**config.mk**
```make
export PLATFORM = sky130hd
export DESIGN_NAME = xbus_ctrl
export DESIGN_NICKNAME = d
export VERILOG_FILES = /design/src/rtl/xbus_ctrl.sv
export SDC_FILE = /design/constraint.sdc
export NUM_CORES = 1
export LEC_CHECK = 0
export ABC_CLOCK_PERIOD_IN_PS = 3610
export BUFFER_PORTS_ARGS = -buffer_cell sky130_fd_sc_hd__buf_2
export CAP_MARGIN = 20
export CORE_MARGIN = 2
export CORE_UTILIZATION = 42
export CTS_BUF_LIST = sky130_fd_sc_hd__clkbuf_2 sky130_fd_sc_hd__clkbuf_4 sky130_fd_sc_hd__clkbuf_8
export DETAILED_ROUTE_END_ITERATION = 6
export PLACE_DENSITY = 0.71
export SLEW_MARGIN = 20
export SYNTH_ARGS = -nofsm -noshare
export SYNTH_HDL_FRONTEND = slang
export SYNTH_SLANG_ARGS = --single-unit
```
**constraint.sdc**
```tcl
create_clock -name clk -period 3.61 [get_ports clk]
set_clock_uncertainty 0.2 [all_clocks]
set_input_delay 0.1805 -clock clk [delete_from_list [all_inputs] [get_ports clk]]
set_output_delay 0.1805 -clock clk [all_outputs]
set_load 0.05 [all_outputs]
```
**src/rtl/xbus_ctrl.sv**
```systemverilog
module xbus_ctrl #(
  parameter logic [15:0] EXT_BASE = 16'h1100
) (
  input  logic        clk,
  input  logic        rst_n,
  input  logic        cfg_en,
  input  logic [2:0]  cfg_limit,
  input  logic [1:0]  cfg_wait_lo,
  input  logic [1:0]  cfg_wait_hi,
  input  logic [2:0]  cfg_hmask,
  input  logic        cfg_keep,
  input  logic        req_valid,
  input  logic        req_write,
  input  logic [15:0] req_addr,
  input  logic [7:0]  req_wdata,
  output logic        req_ready,
  output logic        rsp_valid,
  output logic [7:0]  rsp_rdata,
  input  logic [7:0]  port_ad_out,
  input  logic        port_ad_oe,
  input  logic [7:0]  port_hi_out,
  input  logic [7:0]  port_hi_oe,
  input  logic [7:0]  ad_i,
  output logic [7:0]  ad_o,
  output logic        ad_oe,
  output logic [7:0]  hi_o,
  output logic [7:0]  hi_oe,
  output logic        ale_o,
  output logic        rd_n_o,
  output logic        wr_n_o,
  output logic        keep_o
);

  typedef enum logic [2:0] {S_IDLE, S_ADDR, S_STRB, S_TAIL, S_GAP} st_t;

  st_t         st;
  logic [15:0] a_q;
  logic [7:0]  d_q, rdata_q, last_ad;
  logic        wr_q, rsp_q;
  logic [1:0]  wt_q, cnt;

  wire ext_hit  = req_addr >= EXT_BASE;
  wire in_lower = (cfg_limit != 3'd0) && (req_addr[15:13] < cfg_limit);
  wire [1:0] sel_wait = in_lower ? cfg_wait_lo : cfg_wait_hi;
  wire [1:0] strb_lim = (wt_q == 2'd0) ? 2'd0 : (wt_q == 2'd1) ? 2'd1 : 2'd2;
  wire strb_last = cnt == strb_lim;
  wire accept = req_valid && req_ready;

  assign req_ready = st == S_IDLE;
  assign rsp_valid = rsp_q;
  assign rsp_rdata = rdata_q;

  always_ff @(posedge clk or negedge rst_n) begin
    if (!rst_n) begin
      st      <= S_IDLE;
      a_q     <= '0;
      d_q     <= '0;
      wr_q    <= 1'b0;
      wt_q    <= '0;
      cnt     <= '0;
      rdata_q <= '0;
      rsp_q   <= 1'b0;
    end else begin
      rsp_q <= 1'b0;
      case (st)
        S_IDLE: if (accept && cfg_en && ext_hit) begin
          st   <= S_ADDR;
          a_q  <= req_addr;
          d_q  <= req_wdata;
          wr_q <= req_write;
          wt_q <= sel_wait;
        end
        S_ADDR: begin
          st  <= S_STRB;
          cnt <= '0;
        end
        S_STRB: if (strb_last) begin
          st <= S_TAIL;
          if (!wr_q) begin
            rdata_q <= ad_i;
            rsp_q   <= 1'b1;
          end
        end else begin
          cnt <= cnt + 2'd1;
        end
        S_TAIL: st <= (wt_q == 2'd3) ? S_GAP : S_IDLE;
        default: st <= S_IDLE;
      endcase
    end
  end

  wire       ctl_oe = (st == S_ADDR) || (st == S_STRB && wr_q);
  wire [7:0] ctl_ad = (st == S_ADDR) ? a_q[7:0] : d_q;
  wire [7:0] drv_ad = cfg_en ? ctl_ad : port_ad_out;

  assign ad_oe  = cfg_en ? ctl_oe : port_ad_oe;
  assign ad_o   = ad_oe ? drv_ad : (cfg_keep ? last_ad : 8'h00);
  assign keep_o = cfg_keep && !ad_oe;
  assign ale_o  = cfg_en && ((st == S_ADDR) || (st == S_TAIL && req_valid));
  assign rd_n_o = !(cfg_en && st == S_STRB && !wr_q);
  assign wr_n_o = !(cfg_en && st == S_STRB && wr_q);

  always_ff @(posedge clk or negedge rst_n) begin
    if (!rst_n) last_ad <= '0;
    else if (ad_oe) last_ad <= drv_ad;
  end

  wire [3:0] hi_cnt = (cfg_hmask == 3'd7) ? 4'd0 : 4'd8 - {1'b0, cfg_hmask};

  for (genvar i = 0; i < 8; i++) begin : g_hi
    wire own = cfg_en && (i < hi_cnt);
    assign hi_o[i]  = own ? a_q[8+i] : port_hi_out[i];
    assign hi_oe[i] = own ? 1'b1 : port_hi_oe[i];
  end

  p_rsp_pulse_r8: assert property (@(posedge clk) disable iff (!rst_n)
    rsp_valid |=> !rsp_valid);
  p_rsp_after_rd_r8: assert property (@(posedge clk) disable iff (!rst_n)
    rsp_valid |-> $past(!rd_n_o));
  p_rd_float_r8: assert property (@(posedge clk) disable iff (!rst_n)
    !rd_n_o |-> !ad_oe);
  p_wr_drive_r7: assert property (@(posedge clk) disable iff (!rst_n)
    !wr_n_o |-> ad_oe);
  p_strb_excl_r4: assert property (@(posedge clk) disable iff (!rst_n)
    !(!rd_n_o && !wr_n_o));
  p_off_quiet_r10: assert property (@(posedge clk) disable iff (!rst_n)
    !cfg_en |-> (rd_n_o && wr_n_o && !ale_o));
  p_keep_hold_r11: assert property (@(posedge clk) disable iff (!rst_n)
    (cfg_keep && $past(cfg_keep) && !ad_oe && $past(ad_oe)) |-> ad_o == $past(ad_o));
  p_busy_r13: assert property (@(posedge clk) disable iff (!rst_n)
    (!rd_n_o || !wr_n_o) |-> !req_ready);

endmodule

```
==> results of run 1 <==
## final cells by class
cell class | count | area, um2
multi-input cells | 162 | 1370
inverters | 19 | 71.3
repair buffers | 149 | 933
clock inverters | 1 | 7.51
fillers | 543 | 2560
well taps | 77 | 96.3
flip-flops and latches | 49 | 1230
clock buffers | 6 | 82.6
## synthesized netlist by cell type (2+ instances only)
| master | instances |
|---|---|
| dfrtp_1 | 49 |
| mux2_4 | 24 |
| nand2_1 | 23 |
| inv_1 | 19 |
| mux2_2 | 16 |
| nor2_1 | 16 |
| mux2i_1 | 12 |
| a31o_2 | 8 |
| o2bb2ai_1 | 8 |
| or2_2 | 7 |
| a21oi_1 | 6 |
| buf_2 | 4 |
| ha_1 | 4 |
| nor3_1 | 4 |
| o21ai_0 | 4 |
| nor2b_1 | 3 |
| o21a_1 | 3 |
| or3_1 | 3 |
| buf_12 | 2 |
| buf_6 | 2 |
| nand2b_1 | 2 |
| nand4_1 | 2 |
| or3b_2 | 2 |
## routing by layer
| metal | part of all wire [%] | wire length (um) | vias up | global-route usage, % |
|---|---|---|---|---|
| met5 | 0 | 0 | - | 0 |
| li1 | - | - | 1127 | - |
| met3 | 5.5 | 360 | 9 | 3.60 |
| met1 | 42 | 2770 | 1104 | 23.0 |
| met2 | 51 | 3320 | 76 | 33.9 |
| met4 | 1.6 | 102 | 0 | 6.49 |
## critical path, cell delays in order
cell,delay (ps)
dlygate4sd3_1,530
buf_2,140
ha_1,190
or3b_2,450
a211oi_2,280
mux2i_1,210
dlygate4sd3_1,550
a21oi_1,60
## path summary, 6_finish.rpt
| path | from | end | slack, ps |
|---|---|---|---|
| max in group asynchronous | rst_n | wr_q$_DFFE_PN0P_ | 2220 |
| hold / removal | cfg_wait_hi[1] | wt_q[1]$_DFFE_PN0P_ | 1 |
| setup / recovery | req_addr[14] | wt_q[0]$_DFFE_PN0P_ | 960 |
| hold reg to reg | rsp_rdata[2]$_DFFE_PN0P_ | rsp_rdata[2]$_DFFE_PN0P_ | 310 |
| setup reg to reg | st[0]$_DFFE_PN0P_ | wr_q$_DFFE_PN0P_ | 1240 |
| min in group asynchronous | rst_n | a_q[4]$_DFFE_PN0P_ | 290 |
## metrics by stage
step	std cells	hold WS, ps
3_5_place_dp	419	114
5_1_grt	463	49.1
2_1_floorplan	240	-315
6_report	463	1.29
4_1_cts	463	7.37
3_3_place_gp	419	106
## cells by family after synthesis
kind of cell               count (synthesis)  share of synthesized area, %
AOI/OAI and AO/OA                         38                          11.6
muxes                                     52                          24.0
adders and majority gates                  4                          1.81
xor gates and xnor gates                   1                         0.318
buffers and inverters                     29                          5.85
and+or+nand+nor                           67                          12.0
DFF                                       49                          44.5
## sequential cells by signal (all words and copies together) (netlist names)
register	flops
a_q	16
cnt	2
d_q	8
last_ad	8
rsp_rdata	8
rsp_valid	1
st	3
wr_q	1
wt_q	2
## timing repair
| item | 4_1_cts | 5_1_grt |
|---|---|---|
| hold buffers | 37 | 0 |
| setup endpoints to repair | 0 | 0 |
| hold endpoints to repair | 68 | 0 |
## where the power goes
part,leakage (nW),total (W),internal (W),switching [W]
clock,0.0433,0.000332,0.000152,0.000180
sequential,0.581,0.00101,0.000822,0.000191
combinational,1.26,0.00145,0.000593,0.000853
total,1.89,0.00279,0.00157,0.00122
==> results.md, run 1 <==
- Total track usage: 19.1%
- Leak: 1.89 nW
- # nets final: 463
- Hold violation count in the final report: 0
- Max Transition Viols Final: 0
- Synth cell types: 40
- Mapped Nets: 317
- Yosys reg bits: between 40 and 50
- DIE WIDTH: 85.0 um
- Clk Latency, worst-skew pair: roughly 300 ps
- GPL Wtd Cong: between 0.7 and 0.8
- Final Util: 59.6%
- DR WL/cell: 14.2 um
- Drc violations: 0
- Commonest non-fill, non-tap cell in the layout: buf_2
- Rel. slew slack: 36.2%
- # rows: 29
- Hold Path Stages: 3
- Post-synth top flop: dfrtp_1
- Remaining antenna violation count after routing: 0
- Critical path required time: about 3600 ps
- CTS resizes: 0
- Hold crit path type: input port to register
- Share of flip-flops with an asynchronous set or reset: 100%
- Largest net degree at the start of global routing: 36
- Die ar.: 7230 um2
- Final Critical Period: 2650 ps
- Pre-antenna DRT Iters: 4
- Finished Cell Area: 3790 um2
- Core Box Area: 6350 um2
- Post-synthesis cell area: 2760 um2
- R2R cell count: 3
- 1st-iter DRT viols: 78
- Final Cycle Share: roughly 73%
- Antenna diodes: 0
- Number of global-route vias before repair: 2353
- Yosys warnings: 0
- Die height: 85.0 um
- Worst-margin pin slew: 957 ps
- HPWL Detailed: 4.59 mm
- Arr. time, crit path: 2590 ps
- Share of post-route cells with drive strength above 1: 47.2%
- Fmax: 378 MHz
- I/O pin total: 112
- CTS tree: built
- Power density over cell area: 737 nW/um2
- Post-synth EDFFs: 0
- Post-synthesis cell count: 240
- CTS Sinks: 49
- Post-synth top area cell: dfrtp_1
- Pwr Total: 0.00279 W
- Clock Path Buffers: 2
- Max Cap Viol: 0
- Status: completed
- Setup crit start kind: input port
- Num CTS Buffers: 5
- Crit Path Max Fanout: 3
- Sequential fraction of the synthesis area: 44.5%
- Congestion Overflow GR: 0
- Vias per Instance: between 5 and 6
- Antenna violations before repair: 0
- Setup Buffers After CTS: 0
- CP endpoint kind: register
- Yosys top cell area share: 44.5%
- First-pass GRT wire length: 10.9 mm
- Initial Util: 43.4%
- Ranking of synthesized cells by area: dfrtp_1 44%, mux2_4 13%, mux2_2 6.5%
- Dpl ws: around 1200 ps
- CP Class: input port to register
- CTS clock-pin slew for the worst setup and hold paths: around 80 ps
- Worst Slack Setup Final: 964 ps
- Root Driver: clkbuf_8
- Cell Area, Placed: 3330 um2
- Most frequent cells in the layout: 111 x buf_2, 49 x dfrtp_1, 37 x dlygate4sd3_1
- Detailed Route WL: 6.56 mm
- Setup TNS: 0 ps
- H-tree depth: 2
- Port Buffer Count: 111
- Vias: between 2000 and 2500
- VDD IR max: 0.000520 V
- Setup Viol. Count Final: 0
- RSZ-0062 raised after global routing: no
- Area Growth Syn to Fin: 37.3%
- Syn avg cell area: 11.5 um2
No activity file was read; power rests on OpenSTA's default activity.
==> inputs of run 2 (changes only) <==
--- a/config.mk
+++ b/config.mk
@@ -5,14 +5,14 @@
 export SDC_FILE = /design/constraint.sdc
 export NUM_CORES = 1
 export LEC_CHECK = 0
-export ABC_CLOCK_PERIOD_IN_PS = 3610
+export ABC_CLOCK_PERIOD_IN_PS = 2400
 export BUFFER_PORTS_ARGS = -buffer_cell sky130_fd_sc_hd__buf_2
 export CAP_MARGIN = 20
 export CORE_MARGIN = 2
 export CORE_UTILIZATION = 42
 export CTS_BUF_LIST = sky130_fd_sc_hd__clkbuf_2 sky130_fd_sc_hd__clkbuf_4 sky130_fd_sc_hd__clkbuf_8
 export DETAILED_ROUTE_END_ITERATION = 6
-export PLACE_DENSITY = 0.71
+export PLACE_DENSITY = 0.74
 export SLEW_MARGIN = 20
 export SYNTH_ARGS = -nofsm -noshare
 export SYNTH_HDL_FRONTEND = slang
==> constraint.sdc (replaced) <==
create_clock -name clk -period 2.4 [get_ports clk]
set_clock_uncertainty 0.2 [all_clocks]
set_input_delay 0.12 -clock clk [delete_from_list [all_inputs] [get_ports clk]]
set_output_delay 0.12 -clock clk [all_outputs]
set_load 0.05 [all_outputs]
==> results.md, run 2 (synthesis gave the netlist of run 1 again) <==
- I/O pin total: 112 (unchanged)
- First-pass GRT wire length: 11.4 mm (+4.6%)
- Drc violations: 0 (unchanged)
- Largest net degree at the start of global routing: 34 (-5.6%)
- Pre-antenna DRT Iters: 4 (unchanged)
- Arr. time, crit path: 1940 ps (-650 ps)
- Detailed Route WL: 6.91 mm (+5.4%)
- Sw frac: 42.9% (-0.99 points)
- Combinational power share: 51.7% (about the same)
- Hold crit path type: input port to register
- Remaining antenna violation count after routing: 0 (unchanged)
- Fmax: around 440 MHz
- Critical path required time: 2080 ps (-1480 ps)
- Initial Util: 43.4% (unchanged)
- R2R cell count: 4 (+1)
- Final Cycle Share: between 90% and 100%
- Worst-margin pin slew: 526 ps (-431 ps)
- Finished Cell Area: 3990 um2 (+5.3%)
- Max reg flops: 16 (unchanged)
- Setup slack, reg-to-reg: 420 ps (-820 ps)
- Final Critical Period: 2260 ps
- Max Transition Viols Final: 0 (unchanged)
- Area Growth Syn to Fin: 44.6%
- Max Cap Viol: 0 (unchanged)
- Largest Register: a_q
- # nets final: 479 (+3.5%)
- Core Box Area: 6350 um2 (unchanged)
- DR WL/cell: 14.4 um (+1.7%)
- Leak: 1.98 nW (+5.0%)
- Root Driver: clkbuf_8
- H-tree depth: 2 (unchanged)
- Status: completed
- Fill cell count: 521 (-4.1%)
- Die ar.: 7230 um2 (unchanged)
- Share of post-route cells with drive strength above 1: 49.1% (+2.0 points)
- Setup Viol. Count Final: 0 (unchanged)
- VDD IR max: 0.000739 V (+42%)
- CP max stage delay: 460 ps (-90 ps)
- CP Class: register to primary output
- Commonest non-fill, non-tap cell in the layout: buf_2
- Antenna violations before repair: 0 (unchanged)
- 1st-iter DRT viols: 100 (+28%)
- Register Area: 1230 um2 (+0.20%)
- Origin of the worst setup path: st[1]$_DFFE_PN0P_
- DIE WIDTH: 85.0 um (unchanged)
- Clk Latency, worst-skew pair: 300 ps (about the same)
- GPL Wtd Cong: 0.868 (+9.6%)
- Cell Area, Placed: 3390 um2 (+2.0%)
- Die height: 85.0 um (unchanged)
- CP max stage cell: dfrtp_2
- Net Sw Power: 0.00189 W (+54%)
- Setup crit start kind: register
- CTS Sinks: 49 (unchanged)
- Total track usage: 19.5% (+0.48 points)
- Power density over cell area: 1100 nW/um2 (+50%)
- Crit Path Max Fanout: 17 (+14)
- Hold path start: port_ad_out[1]
- Hold violation count in the final report: 0 (unchanged)
- CP endpoint kind: primary output
- Congestion Overflow GR: 0 (unchanged)
- Rel. slew slack: 64.4% (+28 points)
- Worst-path cell chain: nand2_1, mux2i_2, a31oi_4, o2bb2ai_1, buf_2
- Area of the multi-input gates: 1400 um2 (+2.1%)
- Vias: 2433 (+5.1%)
- Reg power frac: 34.9% (-1.4 points)
- Antenna diodes: 0 (unchanged)
- Most frequent cells in the layout: 111 x buf_2, 47 x dfrtp_1, 42 x dlygate4sd3_1
- Number of global-route vias before repair: 2514 (+6.8%)
- Num CTS Buffers: 5 (unchanged)
- Port Buffer Count: 111 (unchanged)
- RR Startpoint: cnt[1]$_DFFE_PN0P_
- RSZ-0062 raised after global routing: no
- Clock Path Buffers: 2 (unchanged)
- Setup TNS: 0 ps (unchanged)
- HPWL Detailed: 4.77 mm (+3.7%)
- CTS clock-pin slew for the worst setup and hold paths: 90 ps (about the same)
- CP Capture Point: ad_o[5]
- Vias per Instance: 5.07 (+1.3%)
- # rows: 29 (unchanged)
- CTS tree: built
- Clock share of power: 13.4% (+1.5 points)
- Int Pwr: 0.00252 W (+61%)
- RR Endpoint: rsp_rdata[7]$_DFFE_PN0P_
## run 2: changes by cell type in the layout (fill, tap and decap cells not counted), sizes merged
cell	delta
dlygate4sd3	+5
bufinv	+1
clkbuf	-1
buf	+11
clkinv	+1
## run 2: critical path: cells and delay by family (launching register included)
kind | cells | cell delay, ps
flops | 1 | 460
simple gates | 1 | 80
buf+inv | 1 | 290
mux | 1 | 280
compound gates | 2 | 510
## run 2: per-stage QoR
stage / util [%] / cells / hold slack, ps / setup slack (ps) / total power, W
2_1_floorplan: - / 240 / -376 / 20.7 / 0.00324
3_3_place_gp: 53.4 / 423 / -147 / 296 / 0.00366
3_5_place_dp: 53.4 / 423 / -142 / 259 / 0.00371
4_1_cts: 62.0 / 473 / 1.90 / 40.8 / 0.00439
5_1_grt: 62.8 / 480 / 21.2 / 13.2 / 0.00470
6_report: 62.8 / 480 / 6.74 / 143 / 0.00441
## run 2: worst min-delay path by stage
stage	end	slack, ps	depth (start not counted)
floorplan	a_q[0]$_DFFE_PN0P_	-380	0
global placement	a_q[7]$_DFFE_PN0P_	-150	1
detailed placement	a_q[3]$_DFFE_PN0P_	-140	1
CTS	last_ad[3]$_DFFE_PN0P_	2	4
global route	last_ad[0]$_DFFE_PN0P_	20	4
finish	last_ad[1]$_DFFE_PN0P_	7	4
## run 2: area by class of cell
class	instances	share of cell area [%]
clock buffers	5	1.73
well taps	77	2.42
clock inverters	3	1.16
flip-flops and latches	49	30.8
multi-input cells	162	35.1
repair buffers	165	27.0
inverters	19	1.79
## run 2: timing repair
action	CTS	global route
buffers inserted	0	7
resized for setup	3	1
cloned	0	0
hold buffers	42	0
hold endpoints to repair	54	0
setup endpoints to repair	8	8
pin swaps	0	2
## run 2: layer usage
metal  track usage (%)  share of wire [%]  vias to the layer above
met1              23.2                 41                     1173
met4              6.64                1.4                        0
met5                 0                  0                        -
met2              35.1                 52                       90
li1                  -                  -                     1159
met3              3.99                6.2                       11
## run 2: power groups by stage
stage               combinational [W]  clock [W]  sequential [W]
floorplan                     0.00154          0         0.00171
global placement              0.00213          0         0.00153
detailed placement            0.00217          0         0.00154
CTS                           0.00224   0.000615         0.00153
global route                  0.00244   0.000657         0.00160
finish                        0.00228   0.000592         0.00154
